$ cat src/rtl/sdram_mon_pkg.sv
package sdram_mon_pkg;

    typedef enum logic [3:0] {
        CMD_NOP      = 4'd0,
        CMD_MRS      = 4'd1,
        CMD_AREF     = 4'd2,
        CMD_SREF_IN  = 4'd3,
        CMD_SREF_OUT = 4'd4,
        CMD_ACT      = 4'd5,
        CMD_RD       = 4'd6,
        CMD_WR       = 4'd7,
        CMD_BST      = 4'd8,
        CMD_PRE      = 4'd9,
        CMD_PREA     = 4'd10,
        CMD_HOLD     = 4'd11,
        CMD_RDA      = 4'd12,
        CMD_WRA      = 4'd13
    } cmd_e;

    typedef enum logic [1:0] {
        ST_READY    = 2'd0,
        ST_MRS_WAIT = 2'd1,
        ST_AP_BURST = 2'd2,
        ST_SELF_REF = 2'd3
    } seq_st_e;

    localparam int ERR_W      = 5;
    localparam int E_NOT_IDLE = 0;
    localparam int E_MRS_GAP  = 1;
    localparam int E_AP_BUSY  = 2;
    localparam int E_CLOSED   = 3;
    localparam int E_REOPEN   = 4;

    function automatic logic is_column(input cmd_e c);
        return (c == CMD_RD) || (c == CMD_WR) || (c == CMD_RDA) || (c == CMD_WRA);
    endfunction

    function automatic logic is_auto_pre(input cmd_e c);
        return (c == CMD_RDA) || (c == CMD_WRA);
    endfunction

endpackage

$ cat src/rtl/sdram_cmd_decode.sv
module sdram_cmd_decode
    import sdram_mon_pkg::*;
(
    input  logic clk,
    input  logic rst_n,
    input  logic cke,
    input  logic cs_n,
    input  logic ras_n,
    input  logic cas_n,
    input  logic we_n,
    input  logic ap_flag,
    input  logic in_sref,
    output cmd_e cmd
);

    logic cke_prev;

    always_ff @(posedge clk) begin
        if (!rst_n) cke_prev <= 1'b1;
        else        cke_prev <= cke;
    end

    always_comb begin
        cmd = CMD_NOP;
        if (!cke_prev) begin
            // previous edge had the clock held: pins carry no command
            cmd = (cke && in_sref) ? CMD_SREF_OUT : CMD_HOLD;
        end else if (!cs_n) begin
            unique case ({ras_n, cas_n, we_n})
                3'b000: cmd = CMD_MRS;
                3'b001: cmd = cke ? CMD_AREF : CMD_SREF_IN;
                3'b011: cmd = CMD_ACT;
                3'b101: cmd = ap_flag ? CMD_RDA : CMD_RD;
                3'b100: cmd = ap_flag ? CMD_WRA : CMD_WR;
                3'b110: cmd = CMD_BST;
                3'b010: cmd = ap_flag ? CMD_PREA : CMD_PRE;
                3'b111: cmd = CMD_NOP;
            endcase
        end
    end

endmodule

$ cat src/rtl/sdram_bank_tracker.sv
module sdram_bank_tracker
    import sdram_mon_pkg::*;
#(
    parameter int BA_W = 2
) (
    input  logic                    clk,
    input  logic                    rst_n,
    input  cmd_e                    cmd,
    input  logic [BA_W-1:0]         ba,
    input  logic                    ap_close,
    input  logic [BA_W-1:0]         ap_bank,
    output logic [(1<<BA_W)-1:0]    bank_open,
    output logic                    err_not_idle,
    output logic                    err_closed,
    output logic                    err_reopen
);

    localparam int NUM_BANKS = 1 << BA_W;

    for (genvar i = 0; i < NUM_BANKS; i++) begin : g_bank
        logic hit;
        logic shut;
        assign hit  = (ba == BA_W'(i));
        assign shut = (cmd == CMD_PREA) ||
                      ((cmd == CMD_PRE) && hit) ||
                      (ap_close && (ap_bank == BA_W'(i)));

        always_ff @(posedge clk) begin
            if (!rst_n)                      bank_open[i] <= 1'b0;
            else if ((cmd == CMD_ACT) && hit) bank_open[i] <= 1'b1;
            else if (shut)                   bank_open[i] <= 1'b0;
        end
    end

    always_comb begin
        err_closed   = is_column(cmd) && !bank_open[ba];
        err_reopen   = (cmd == CMD_ACT) && bank_open[ba];
        err_not_idle = ((cmd == CMD_MRS) || (cmd == CMD_AREF) || (cmd == CMD_SREF_IN))
                       && (|bank_open);
    end

endmodule

$ cat src/rtl/sdram_seq_fsm.sv
module sdram_seq_fsm
    import sdram_mon_pkg::*;
#(
    parameter int BA_W    = 2,
    parameter int MRS_GAP = 2
) (
    input  logic            clk,
    input  logic            rst_n,
    input  cmd_e            cmd,
    input  logic [BA_W-1:0] ba,
    input  logic [2:0]      bl_code,
    output logic            in_sref,
    output logic            ap_close,
    output logic [BA_W-1:0] ap_bank,
    output logic            err_gap,
    output logic            err_busy
);

    localparam int MAX_BL = 8;
    localparam int CNT_W  = $clog2(((MRS_GAP > MAX_BL) ? MRS_GAP : MAX_BL) + 1);

    function automatic logic [CNT_W-1:0] burst_len(input logic [2:0] code);
        case (code)
            3'b001:  return CNT_W'(2);
            3'b010:  return CNT_W'(4);
            3'b011:  return CNT_W'(8);
            default: return CNT_W'(1);
        endcase
    endfunction

    seq_st_e           state, state_n;
    logic [CNT_W-1:0]  cnt, cnt_n;
    logic [CNT_W-1:0]  bl, bl_n;
    logic [BA_W-1:0]   bank_q, bank_n;

    // state register
    always_ff @(posedge clk) begin
        if (!rst_n) begin
            state  <= ST_READY;
            cnt    <= '0;
            bl     <= CNT_W'(1);
            bank_q <= '0;
        end else begin
            state  <= state_n;
            cnt    <= cnt_n;
            bl     <= bl_n;
            bank_q <= bank_n;
        end
    end

    // next state and outputs
    always_comb begin
        state_n  = state;
        cnt_n    = cnt;
        bank_n   = bank_q;
        bl_n     = (cmd == CMD_MRS) ? burst_len(bl_code) : bl;
        ap_close = 1'b0;
        ap_bank  = (state == ST_AP_BURST) ? bank_q : ba;
        err_gap  = 1'b0;
        err_busy = 1'b0;
        in_sref  = (state == ST_SELF_REF);

        unique case (state)
            ST_READY: begin
                if (cmd == CMD_MRS) begin
                    state_n = ST_MRS_WAIT;
                    cnt_n   = CNT_W'(MRS_GAP);
                end else if (cmd == CMD_SREF_IN) begin
                    state_n = ST_SELF_REF;
                end else if (is_auto_pre(cmd)) begin
                    if (bl == CNT_W'(1)) begin
                        ap_close = 1'b1;
                    end else begin
                        state_n = ST_AP_BURST;
                        cnt_n   = bl - CNT_W'(1);
                        bank_n  = ba;
                    end
                end
            end
            ST_MRS_WAIT: begin
                if ((cmd != CMD_NOP) && (cmd != CMD_HOLD)) err_gap = 1'b1;
                cnt_n = cnt - CNT_W'(1);
                if (cnt == CNT_W'(1)) state_n = ST_READY;
            end
            ST_AP_BURST: begin
                if (is_column(cmd)) err_busy = 1'b1;
                if ((cmd == CMD_BST) || (cnt == CNT_W'(1))) begin
                    state_n  = ST_READY;
                    ap_close = 1'b1;
                end else begin
                    cnt_n = cnt - CNT_W'(1);
                end
            end
            ST_SELF_REF: begin
                if (cmd == CMD_SREF_OUT) state_n = ST_READY;
            end
        endcase
    end

endmodule

$ cat src/rtl/sdram_dqm_pipe.sv
module sdram_dqm_pipe #(
    parameter int RD_LAT = 2
) (
    input  logic clk,
    input  logic rst_n,
    input  logic dqm,
    output logic rd_oe,
    output logic wr_en
);

    logic tap [RD_LAT+1];

    assign tap[0] = dqm;

    for (genvar i = 0; i < RD_LAT; i++) begin : g_stage
        always_ff @(posedge clk) begin
            if (!rst_n) tap[i+1] <= 1'b0;
            else        tap[i+1] <= tap[i];
        end
    end

    assign rd_oe = ~tap[RD_LAT];
    assign wr_en = ~dqm;

endmodule

$ cat src/rtl/sdram_cmd_monitor.sv
module sdram_cmd_monitor
    import sdram_mon_pkg::*;
#(
    parameter int BA_W    = 2,
    parameter int ADDR_W  = 12,
    parameter int AP_BIT  = 10,
    parameter int MRS_GAP = 2,
    parameter int RD_LAT  = 2
) (
    input  logic                    clk,
    input  logic                    rst_n,
    input  logic                    cke,
    input  logic                    cs_n,
    input  logic                    ras_n,
    input  logic                    cas_n,
    input  logic                    we_n,
    input  logic                    dqm,
    input  logic [BA_W-1:0]         ba,
    input  logic [ADDR_W-1:0]       addr,
    output logic [3:0]              cmd_q,
    output logic [(1<<BA_W)-1:0]    bank_open,
    output logic [ERR_W-1:0]        err_sticky,
    output logic                    err_pulse,
    output logic                    rd_oe,
    output logic                    wr_en
);

    localparam logic [ADDR_W-1:0] USED_MASK = (ADDR_W'(1) << AP_BIT) | ADDR_W'(7);

    cmd_e             cmd;
    logic             in_sref;
    logic             ap_close;
    logic [BA_W-1:0]  ap_bank;
    logic             err_not_idle, err_closed, err_reopen, err_gap, err_busy;
    logic [ERR_W-1:0] err_now;
    logic             unused_addr;

    assign unused_addr = ^(addr & ~USED_MASK);

    sdram_cmd_decode u_dec (
        .clk     (clk),
        .rst_n   (rst_n),
        .cke     (cke),
        .cs_n    (cs_n),
        .ras_n   (ras_n),
        .cas_n   (cas_n),
        .we_n    (we_n),
        .ap_flag (addr[AP_BIT]),
        .in_sref (in_sref),
        .cmd     (cmd)
    );

    sdram_bank_tracker #(.BA_W(BA_W)) u_banks (
        .clk          (clk),
        .rst_n        (rst_n),
        .cmd          (cmd),
        .ba           (ba),
        .ap_close     (ap_close),
        .ap_bank      (ap_bank),
        .bank_open    (bank_open),
        .err_not_idle (err_not_idle),
        .err_closed   (err_closed),
        .err_reopen   (err_reopen)
    );

    sdram_seq_fsm #(.BA_W(BA_W), .MRS_GAP(MRS_GAP)) u_seq (
        .clk      (clk),
        .rst_n    (rst_n),
        .cmd      (cmd),
        .ba       (ba),
        .bl_code  (addr[2:0]),
        .in_sref  (in_sref),
        .ap_close (ap_close),
        .ap_bank  (ap_bank),
        .err_gap  (err_gap),
        .err_busy (err_busy)
    );

    sdram_dqm_pipe #(.RD_LAT(RD_LAT)) u_dqm (
        .clk   (clk),
        .rst_n (rst_n),
        .dqm   (dqm),
        .rd_oe (rd_oe),
        .wr_en (wr_en)
    );

    always_comb begin
        err_now             = '0;
        err_now[E_NOT_IDLE] = err_not_idle;
        err_now[E_MRS_GAP]  = err_gap;
        err_now[E_AP_BUSY]  = err_busy;
        err_now[E_CLOSED]   = err_closed;
        err_now[E_REOPEN]   = err_reopen;
    end

    always_ff @(posedge clk) begin
        if (!rst_n) begin
            cmd_q      <= CMD_NOP;
            err_sticky <= '0;
            err_pulse  <= 1'b0;
        end else begin
            cmd_q      <= cmd;
            err_sticky <= err_sticky | err_now;
            err_pulse  <= |err_now;
        end
    end

endmodule

$ cat config.mk
export PLATFORM = sky130hd
export DESIGN_NAME = sdram_cmd_monitor
export DESIGN_NICKNAME = d
export VERILOG_FILES = /design/src/rtl/sdram_mon_pkg.sv /design/src/rtl/sdram_cmd_decode.sv /design/src/rtl/sdram_bank_tracker.sv /design/src/rtl/sdram_seq_fsm.sv /design/src/rtl/sdram_dqm_pipe.sv /design/src/rtl/sdram_cmd_monitor.sv
export SDC_FILE = /design/constraint.sdc
export NUM_CORES = 1
export LEC_CHECK = 0
export BUFFER_PORTS_ARGS = -buffer_cell sky130_fd_sc_hd__buf_2
export CORE_ASPECT_RATIO = 0.75
export CORE_MARGIN = 4
export CORE_UTILIZATION = 46
export DETAILED_ROUTE_END_ITERATION = 7
export PLACE_DENSITY = 0.81
export SLEW_MARGIN = 20
export SYNTH_ARGS = -nofsm -noshare
export SYNTH_HDL_FRONTEND = slang
export SYNTH_SLANG_ARGS = --single-unit
$ cat constraint.sdc
create_clock -name clk -period 3.6 [get_ports clk]
set_input_delay 0.18 -clock clk [delete_from_list [all_inputs] [get_ports clk]]
set_output_delay 0.18 -clock clk [all_outputs]
set_load 0.01 [all_outputs]
* Word level (Yosys, flattened, before mapping)
Cells that the tools add are included.
** Cells by class
- Add/sub/neg operators :: 2
- Multiply operators :: 0
- Divide/modulo/power cells :: 0
- Magnitude comparators :: 1
- Equality and inequality tests :: 43
- Shift operators :: 0
- Multiplexer cells :: 44
- Bitwise operators :: 6
- Reductions and logical operators :: 48
** Operator list (count)
- $mux W4 :: 10
- $pmux W4 S8 :: 1
- $pmux W4 S3 :: 2
- $eq A4 B4 Y1 const B :: 5
- $mux W1 :: 19
- $mux W2 :: 9
- $logic_and A1 B1 Y1 :: 17
- $eq A4 B3 Y1 const B :: 4
- $logic_or A1 B1 Y1 :: 15
- $reduce_and A5 Y1 :: 3
- $eq A2 B2 Y1 const B :: 6
- $eq A3 B2 Y1 const B :: 4
- $eq A3 B3 Y1 const B :: 4
- $eq A4 B1 Y1 const B :: 3
- $eq A4 B2 Y1 const B :: 2
- $ne A4 B4 Y1 const B :: 2
- $pmux W2 S4 :: 1
- $reduce_bool A2 Y1 :: 4
- $sub A4 B1 Y4 const B :: 2
- $eq A2 B1 Y1 const B :: 3
- $eq A3 B1 Y1 const B :: 2
- $logic_not A2 Y1 :: 3
- $ne A3 B3 Y1 const B :: 2
- $not A1 Y1 :: 5
- other kinds (14) :: 16
** Storage, ports and cells
- Bits in registers :: 29
- Latch bits :: 0
- RAM bits :: 0
- ROM bits :: 0
- Output and inout port bits :: 16
- Memories :: 0

* Logic depth before layout (Yosys ltp)
- Word-level depth :: 14
- Depth in mapped cells :: 7

* Cells and area by module
From an unflattened synthesis, not the netlist that was laid out.
** Second synthesis, totals
- Cell total of the unflattened synthesis :: 192
- Area, all modules :: 1769.2 µm²
** Modules (own cells, without submodules)
- sdram_seq_fsm :: times used 1, cells an instance 112, area an instance 994.7 µm², seq. area each 240.2 µm²
- sdram_bank_tracker :: times used 1, cells an instance 32, area an instance 289.0 µm², seq. area each 80.1 µm²
- sdram_cmd_monitor :: times used 1, cells an instance 22, area an instance 281.5 µm², seq. area each 200.2 µm²
- sdram_cmd_decode :: times used 1, cells an instance 20, area an instance 143.9 µm², seq. area each 20.0 µm²
- sdram_dqm_pipe :: times used 1, cells an instance 6, area an instance 60.1 µm², seq. area each 40.0 µm²

* Worst setup path after synthesis
Ideal clock, no wire load.
- Kind :: register to register
- From :: register u_seq.cnt[1]
- To :: register u_seq.cnt[2]
- Setup time :: 0.116 ns
- Data arrival time :: 1.527 ns
- Required time :: 3.484 ns
- Path slack :: 1.956 ns
- Cell stages (with the launch flop) :: 8
- Path buffers :: 0
- Cells stage by stage :: dfxtp_1 inv_1 ha_1 or3b_1 o311ai_4 a32oi_4 o311ai_0 o211a_1
** On the way
- Word-level cells in the longest chain between the ends :: 4
- Elaborated cells between the ends (all ways) :: 7
** RTL lines
- from (decl) :: RTL line sdram_seq_fsm.sv:32 : logic [CNT_W-1:0] cnt, cnt_n;
- from (signal assigned) :: RTL line sdram_seq_fsm.sv:45 : cnt <= cnt_n;
- branches (longest 4 deep; another with $sub A4 B1 Y4)
Several ways; the timed one is not identified. The select of a mux whose other input is x is not followed.
A chain may end at the register's enable or synchronous reset.

* Worst setup path after layout
- From :: register u_dec.cke_prev
- To :: register u_seq.cnt[2]
** On the way
- Word-level cells in the longest chain between the ends :: 5
- Elaborated cells between the ends (all ways) :: 15
** RTL lines
- from (decl) :: RTL line sdram_cmd_decode.sv:16 : logic cke_prev;
- from (signal assigned) :: RTL line sdram_cmd_decode.sv:20 : else cke_prev <= cke;
- $mux W4 * :: RTL line sdram_cmd_decode.sv:25 : if (!cke_prev) begin
- $eq A4 B4 Y1, on equally long branches :: RTL line sdram_mon_pkg.sv:39, sdram_seq_fsm.sv:87
- $logic_or A1 B1 Y1, on equally long branches :: RTL line sdram_mon_pkg.sv:39, sdram_seq_fsm.sv:87
- $ne A3 B2 Y1 (no line) / $ne A2 B2 Y1 (equally long branches)
- $reduce_and A5 Y1 (no line)
Mark *: on every way between the ends. The rest lies on a longest branch, timed or not.

==> impl_summary.md <==
Detailed routing
The remaining routing DRC violations is 0. The detailed-router iteration count before antenna repair is 4. The total wire length after detailed routing is 4080 microns.

The first routing iteration left 182 violations. The detailed router placed 1602 vias in this run. In the routed layout, each cell is associated on average with a via count of 5.468. The average wire per cell in the routed design is 13.92 microns. The count of nets left with antenna violations once routing finished came out at 0.

Floorplan
The initial standard-cell utilization of the core is 49.30%. 38 I/O pins were placed. The die covers 5115 sq um. The floorplan step set the die height to 62.95 microns.

The placeable core area is 3756 sq um. The horizontal die dimension is 81.26 microns. The floorplan row count is 19.

Logic synthesis
The fraction of registers with async set/reset is 0%. The dominant register cell in the synthesized netlist is sky130_fd_sc_hd__dfxtp_1. The number of nets in the synthesized netlist is 247. The post-synth design cell area is 1852 sq um. The synthesized area per cell is 8.573 sq um. By count the netlist is led by 29 x sky130_fd_sc_hd__dfxtp_1, 19 x sky130_fd_sc_hd__nand2_1, 15 x sky130_fd_sc_hd__nor2_1. The area share of the largest cell type after synthesis is 31.35%. Counting flops with a built-in enable in the synthesized netlist gives 0.

The unique cell type count in the Yosys netlist is 61. Yosys instantiated no cell more often than sky130_fd_sc_hd__dfxtp_1. The dominant cell type by area after synthesis is sky130_fd_sc_hd__dfxtp_1.

After synthesis, the cell types taking the most area are sky130_fd_sc_hd__dfxtp_1 31%, sky130_fd_sc_hd__ha_1 6.1%, sky130_fd_sc_hd__nand2_1 3.9%, sky130_fd_sc_hd__a21oi_1 3.2%, sky130_fd_sc_hd__nor2_1 3.0%. Synthesis inferred 29 register bits. The warning count from the yosys run is 0.

Sequential elements use 31.35% of the synthesized area. After technology mapping, the gate count stands at 216.

Flow run
Across the run, the number of max-cap violations was 0.

Power and ir drop
The largest vdd supply drop is 0.0001935 V. The power density relative to cell area is 458.7 nW/um^2. The post-layout total power is 0.9695 mW. Summed over all cells, the static leakage comes to 0.8997 nW.

CTS
The number of gates resized after CTS is 0. The master cell of the clock root buffer is sky130_fd_sc_hd__clkbuf_8. Buffers inserted to repair hold after CTS numbered 0. Clock-pin slew was measured on the worst setup and hold paths at 0.06 ns. The deepest clock path buffer count is 2. For the worst-skew pair, the clock arrives at the later sink with an insertion delay of 0.28 ns. The clock net sink count is 29. CTS built an H-tree with a depth of 2. In this run the post-CTS setup repair buffer count came out at 0. TritonCTS created 5 clock buffers. TritonCTS built the clock tree.

STA
Setup repair after global routing left no endpoint under its margin. The count of endpoints failing hold in the final timing report is 0. The actual transition at the worst max-transition pin is 0.5659 ns.

The final number of setup-violating endpoints is 0. Setup slack closes at 1.652 ns. The worst path needs 1.948 ns of the cycle, external delays included.

The number of slew-limit violations in the final report was 0. Measured against its own limit, the worst slew margin works out to 62.27%. In the finished design, the share of the clock period the worst path needs comes to 54.12%. The highest attainable clock frequency is 0.5133 GHz.

On the final layout, the worst hold slack is 0.1185 ns. The worst setup skew after layout is 0.003619 ns. The final setup TNS is 0 ns.

Critical path
The sort of element at the end of the critical path is a register. In this run the worst path has a maximum fanout of 9. The register-to-register setup slack is 1.65 ns. Data on the critical path arrives at its endpoint at 2.12 ns. The required time at the worst-slack endpoint is 3.77 ns.

STA classifies the critical path startpoint as a register. The critical path is of the reg2reg type.

Global route
Global routing used 17.61% of the available tracks across all layers. The number of antenna violations at the first check in global routing is 0. The global-route wire length before repair is 7044 microns. The maximum number of pins on one net before global-route repair is 36. The sum of overflow across all layers after global routing is 0. The via count of the first global-routing pass was 1497.

Cells and area
The number of antenna diodes in the final layout is 0. Summing all non-filler instances in the final layout gives an area of 2113 sq um. The count of cells in the finished layout, fillers not included, comes to 293. The utilization after layout is 56.26%.

The number of nets in the final layout is 271. The post-route netlist has 19.09% of its cells at a drive strength greater than 1. From synthesis to final layout, the design area changed by 14.12%.

Place
The final weighted congestion of routability-driven global placement is 0.9262. The count of placed standard cells including taps is 285. The HPWL after detailed placement is 2971 microns.

The post-detailed-placement cell area is 1997 sq um. During placement, the flow inserted port buffers numbering 29. OpenSTA, run right after detailed placement, puts the worst setup slack at 1.672 ns.

Run status
The run finished with clean final reports.

Worst hold path
The path class of the lowest-slack min-delay path is in2reg.
[layer usage]
layer | vias to the layer above | wire, microns | share of wire [%] | track usage [%]
met5 | - | 0 | 0 | 0
met4 | 0 | 76 | 1.9 | 8.017
met3 | 7 | 321 | 7.9 | 4.179
met2 | 50 | 1632 | 40 | 23.68
met1 | 725 | 2049 | 50 | 25.95
li1 | 820 | - | - | -
[layout by cell type (no fill, tap or decap), drive strengths merged, types with 2 or more instances in the layout]
cell type  synthesis  final
dfxtp             29     29
buf                6     29
nand2             20     20
nor2              15     15
inv               13     13
a21oi             12     12
ha                 9      9
o21ai              9      9
nor2b              8      8
clkbuf             6      7
o21a               6      6
nand3              6      6
mux2i              5      5
nand2b             5      5
nor3               5      5
and2               4      4
or3                4      4
o211ai             4      4
a21boi             4      4
o31ai              3      3
a31oi              3      3
o211a              3      3
nor4               3      3
nand4bb            2      2
or3b               2      2
and3b              2      2
xnor2              2      2
a22o               2      2
o21bai             2      2
nand4              2      2
o311ai             2      2
[kinds of logic (layout without fill, tap and decap cells)]
| family | after synthesis | after routing | share of synthesized area [%] |
|---|---|---|---|
| adder cells (fa/ha/maj) | 9 | 9 | 6.081 |
| multiplexers | 6 | 6 | 3.919 |
| buffers and inverters | 25 | 50 | 6.148 |
| XOR/XNOR | 3 | 3 | 1.419 |
| AO/OA/AOI/OAI | 60 | 60 | 24.53 |
| AND/OR/NAND/NOR | 84 | 84 | 26.55 |
| flip-flops | 29 | 29 | 31.35 |
[final cells by class]
type | instances | area [sq um]
multi-input combinational | 162 | 1157
tap | 52 | 65.06
fill | 353 | 1643
timing repair buffer | 29 | 145.1
sequential | 29 | 580.6
inverter | 13 | 48.80
clock buffer | 7 | 86.33
clock inverter | 1 | 30.03
[where the power goes]
part           switching [mW]  internal, mW
sequential             0.0216         0.345
combinational           0.153         0.105
clock                   0.120         0.225
[worst max-delay path, stage by stage, from the launching register on]
cell and delay, ns:
sky130_fd_sc_hd__dfxtp_1 0.49, sky130_fd_sc_hd__and2b_1 0.36, sky130_fd_sc_hd__nand2_2 0.21, sky130_fd_sc_hd__a32oi_4 0.39
sky130_fd_sc_hd__o311ai_0 0.22, sky130_fd_sc_hd__o211a_1 0.17
[registers in the layout (all words and copies together) (netlist names)]
signal / count
cmd_q: 4
err_pulse: 1
err_sticky: 5
u_banks.bank_open: 4
u_dec.cke_prev: 1
u_dqm.tap: 2
u_seq.bank_q: 2
u_seq.bl: 4
u_seq.cnt: 4
u_seq.state: 2
[worst paths after layout]
kind | start | endpoint | depth (start not counted)
max | u_dec.cke_prev | u_seq.cnt[2] | 5
min | dqm | u_dqm.tap[1] | 2
max reg2reg | u_dec.cke_prev | u_seq.cnt[2] | 5
min reg2reg | u_dqm.tap[1] | u_dqm.tap[0] | 1
Power figures use the tool's default switching activity.
